`config.mk`:
```
export PLATFORM = sky130hd
export DESIGN_NAME = pio_port
export DESIGN_NICKNAME = d
export VERILOG_FILES = /design/src/rtl/pio_port.sv
export SDC_FILE = /design/constraint.sdc
export NUM_CORES = 1
export LEC_CHECK = 0
export BUFFER_PORTS_ARGS = -buffer_cell sky130_fd_sc_hd__buf_2
export CAP_MARGIN = 40
export CELL_PAD_IN_SITES_DETAIL_PLACEMENT = 1
export CELL_PAD_IN_SITES_GLOBAL_PLACEMENT = 1
export CORE_AREA = 2 2 76 78
export CTS_BUF_LIST = sky130_fd_sc_hd__clkbuf_4 sky130_fd_sc_hd__clkbuf_8
export CTS_CLUSTER_DIAMETER = 50
export DETAILED_ROUTE_END_ITERATION = 12
export DIE_AREA = 0 0 78 80
export GPL_TIMING_DRIVEN = 0
export PLACE_DENSITY = 0.95
export SLEW_MARGIN = 20
export SYNTH_ARGS = -nofsm -noshare
export SYNTH_HDL_FRONTEND = slang
export SYNTH_SLANG_ARGS = --single-unit
```
`constraint.sdc`:
```
create_clock -name clk -period 2.52 [get_ports clk]
set_input_delay 0.504 -clock clk [delete_from_list [all_inputs] [get_ports clk]]
set_output_delay 0.504 -clock clk [all_outputs]
set_load 0.005 [all_outputs]
```
`src/rtl/pio_port.sv`:
```
module pio_port #(
  parameter int WIDTH       = 8,
  parameter int SYNC_STAGES = 2
) (
  input  logic             clk,
  input  logic             rst_n,
  input  logic [1:0]       bus_sel,
  input  logic             bus_wr,
  input  logic             bus_rd,
  input  logic             bus_rmw,
  input  logic [WIDTH-1:0] bus_wdata,
  output logic [WIDTH-1:0] bus_rdata,
  input  logic [WIDTH-1:0] periph_oe,
  input  logic [WIDTH-1:0] periph_out,
  input  logic             stop_mode,
  input  logic             stop_pin_ctl,
  input  logic [WIDTH-1:0] pad_in,
  output logic [WIDTH-1:0] pad_out,
  output logic [WIDTH-1:0] pad_oe,
  output logic [WIDTH-1:0] pad_pu,
  output logic [WIDTH-1:0] ext_irq_lvl,
  output logic [WIDTH-1:0] periph_in
);

  localparam logic [1:0] SEL_DATA = 2'd0;
  localparam logic [1:0] SEL_DIR  = 2'd1;
  localparam logic [1:0] SEL_PULL = 2'd2;

  logic [WIDTH-1:0] latch_q, dir_q, pull_q;
  logic [WIDTH-1:0] sync_q [SYNC_STAGES];
  logic [WIDTH-1:0] pin_lvl, rd_val;
  logic             safe_force;

  always_ff @(posedge clk) begin
    if (!rst_n) begin
      latch_q <= '0;
      dir_q   <= '0;
      pull_q  <= '0;
    end else if (bus_wr) begin
      case (bus_sel)
        SEL_DATA: latch_q <= bus_wdata;
        SEL_DIR:  dir_q   <= bus_wdata;
        SEL_PULL: pull_q  <= bus_wdata;
        default:  ;
      endcase
    end
  end

  always_ff @(posedge clk) begin
    if (!rst_n) begin
      for (int s = 0; s < SYNC_STAGES; s++) sync_q[s] <= '0;
    end else begin
      sync_q[0] <= pad_in;
      for (int s = 1; s < SYNC_STAGES; s++) sync_q[s] <= sync_q[s-1];
    end
  end

  assign pin_lvl     = sync_q[SYNC_STAGES-1];
  assign ext_irq_lvl = pin_lvl;
  assign periph_in   = pin_lvl;

  assign safe_force = stop_mode & stop_pin_ctl;

  genvar g;
  generate
    for (g = 0; g < WIDTH; g++) begin : g_pin
      assign pad_out[g] = periph_oe[g] ? periph_out[g] : latch_q[g];
      assign pad_oe[g]  = ~safe_force & (periph_oe[g] | dir_q[g]);
      assign pad_pu[g]  = ~safe_force & pull_q[g] & ~dir_q[g] & ~periph_oe[g];
    end
  endgenerate

  always_comb begin
    case (bus_sel)
      SEL_DATA: rd_val = bus_rmw ? latch_q : pin_lvl;
      SEL_DIR:  rd_val = dir_q;
      SEL_PULL: rd_val = pull_q;
      default:  rd_val = '0;
    endcase
  end

  assign bus_rdata = bus_rd ? rd_val : '0;

endmodule

```
==> flow_summary.toml <==
[outcome]
status = "finished clean"

[global_routing]
grt_first_pass_wirelength_um = 9990
met3_usage_pct = 5.20
grt_most_used_layer = "met2"
number_of_antenna_violations_at_the_first_check_in_global_routing = 0
global_route.usage.total_pct = 21.0
grt_max_degree = 13
use_met2_pct = 39.5
grtUsageMet1_pct = 22.1
first_global_vias = 2072
grt_overflow = 0

[power_and_ir_drop]
pwr_density_cell_nw_per_um2 = 512
leakagePower_nw = 1.24
highest_ir_drop_seen_on_vdd_mv = 0.348

[finish]
final_cell_count_no_fill = 386
antenna_cells_inserted = 0
layout_cell_share_with_drive_strength_beyond_1_pct = 43.6
num-nets-final = 354
area_growth_pct = 30.4

[synth]
syn-instance-count = 221
yosys_register_bits = 40
mean_cell_area_of_the_mapped_netlist_um2 = 9.06
yosys_warnings = 0
number_of_distinct_library_cells_after_synthesis = 21
post_synth_instance_area_um2 = 2000
synth_seq_area_share_pct = 40.0
synth_fp_nets = 262

[drt]
vias_per_cell = 5.06
num_vias = 1953
firstDrtPassIters = 4
remaining_drc_errors = 0
routed_wirelength_um = 6340
drt_iter0_drc = 87
detail_route.wl_per_cell_um = 16.4
detail-route-antenna-nets = 0

[clock_network]
clock_latency_ns = 0.30
cts_root_buffer = "clkbuf_8"
cts_hold_repair.buffers = 0
tritoncts = "built"
cts.reportedPaths.clkPinSlew_ns = 0.08
cts_buffers = 5
post_cts.resized_instances = 0
cts_max_level = 2
cts.path.max_buffers = 2
cts_num_sinks = 40
cts_post_setup_buffers_inserted = 0

[sta]
worstMarginPinSlew_ns = 0.704
setup_total_negative_slack_ns = 0
worst_hold_slack_ns = 0.399
clock.fmax_mhz = 457
hold_violation_total_from_the_final_report = 0
worst_clock_skew_ns = 0.00390
grt_setup_unrepaired = "no"
post-route-period-util_pct = 86.8
setup_violations = 0
max_slew_margin_pct = 52.9
maxSlewViolCount = 0
timing.final.crit_period_ns = 2.19

[floorplanning]
fp.dieArea_um2 = 6240
die_span_in_x_um = 78
ioPinCount = 89
die_height_um = 80
fp.coreArea_um2 = 5410
floorplan.initialDensity_pct = 37.1
placementRows = 27

[setup_path]
cp_data_arrival_time_ns = 1.68
criticalPathCategory = "in2out"
crit_required_ns = 2.02
crit_path_max_fanout = 8
cp-start-kind = "input pin"
endpoint_kind = "output port"

[place]
place_congestion = 0.845
placed_cells = 378
detailed_place_hpwl_um = 4680
place.port_buffers = 85

[job]
max_cap_violations = 0

[min_path]
min-delay-path-class = "in2reg"
-- cell type report --
| type | count | area, µm² |
|---|---|---|
| fill | 684 | 2790 |
| clock inverter | 2 | 10.0 |
| tap | 72 | 90.1 |
| clock buffer | 6 | 82.6 |
| multi-input combinational | 152 | 1000 |
| sequential | 40 | 801 |
| buffer | 29 | 200 |
| timing repair buffer | 85 | 425 |
-- cells by family (layout without fill, tap and decap cells) --
family                 after synthesis  count (layout)  share of synthesized area (%)
multiplexers                        24              24                           13.0
buffers and inverters               29             122                           9.99
flip-flops                          40              40                           40.0
AND/OR/NAND/NOR                     96              96                           24.2
AO/OA/AOI/OAI                       32              32                           12.9
-- report_power, final --
| group | total, mW | switching, mW | leakage [nW] | internal [mW] |
|---|---|---|---|---|
| logic | 0.214 | 0.104 | 0.861 | 0.110 |
| clock network | 0.451 | 0.232 | 0.0510 | 0.219 |
| registers | 0.672 | 0.0160 | 0.327 | 0.656 |
-- metrics by stage --
step | power (mW) | cell area, µm² | setup WS (ns) | utilization [%]
finish | 1.34 | 2610 | 0.333 | 48.3
global route | 1.39 | 2610 | 0.180 | 48.3
CTS | 1.35 | 2610 | 0.318 | 48.3
detailed placement | 0.900 | 2520 | 0.348 | 46.6
global placement | 0.891 | 2520 | 0.374 | 46.6
floorplan | 0.798 | 2000 | 0.870 | -
-- critical path, cell delays in order --
cell      delay (ns)
buf_2           0.14
nor2_1          0.56
nand2_1         0.10
a21boi_0        0.23
buf_2           0.15
-- layout by cell type, fill, tap and decap left out --
cell type,count
and2_1,17
buf_2,86
clkbuf_8,6
a21boi_1,16
and3_1,8
buf_6,2
mux2_2,16
nor2_1,17
buf_4,20
buf_1,1
nand2_1,25
nor3b_2,1
a21boi_2,2
mux2i_1,8
dfxtp_1,40
a21boi_0,6
a22oi_1,6
clkinv_2,2
a22oi_2,2
nand3_1,16
nand3b_1,2
clkbuf_1,5
nor2b_1,10
-- routing by layer --
metal / up-vias / wire length (µm)
met5: - / 0
met4: 0 / 135
met3: 14 / 413
met2: 70 / 3310
met1: 955 / 2480
li1: 914 / -
-- state kept, by name, summed over array words and instances, names as in the netlist --
| name | flops |
|---|---|
| sync_q | 16 |
| dir_q | 8 |
| latch_q | 8 |
| pull_q | 8 |
-- path summary, 6_finish.rpt --
check / slack (ns) / cells after the start / from / endpoint
worst max register to register: 1.76 / 2 / dir_q[4] / dir_q[4]
worst min register to register: 0.44 / 1 / sync_q[0][6] / sync_q[0][14]
worst min-delay path: 0.40 / 2 / pad_in[6] / sync_q[0][6]
worst max-delay path: 0.33 / 5 / bus_sel[1] / bus_rdata[7]
-- Yosys cell counts --
cell type	n	area [µm²]
nor2_1	17	63.8
nor3b_2	1	12.5
buf_6	2	22.5
buf_1	1	3.75
and3_1	8	50.1
dfxtp_1	40	801
mux2i_1	8	80.1
buf_4	20	150
nor2b_1	10	62.6
a22oi_2	2	25.0
nand2_1	25	93.8
a22oi_1	6	45.0
a21boi_0	6	45.0
mux2_2	16	180
a21boi_1	16	120
nand3b_1	2	15.0
and2_1	17	106
buf_2	1	5.00
a21boi_2	2	22.5
nand3_1	16	80.1
clkbuf_1	5	18.8
Note: power is estimated with default switching activity, not from simulation.
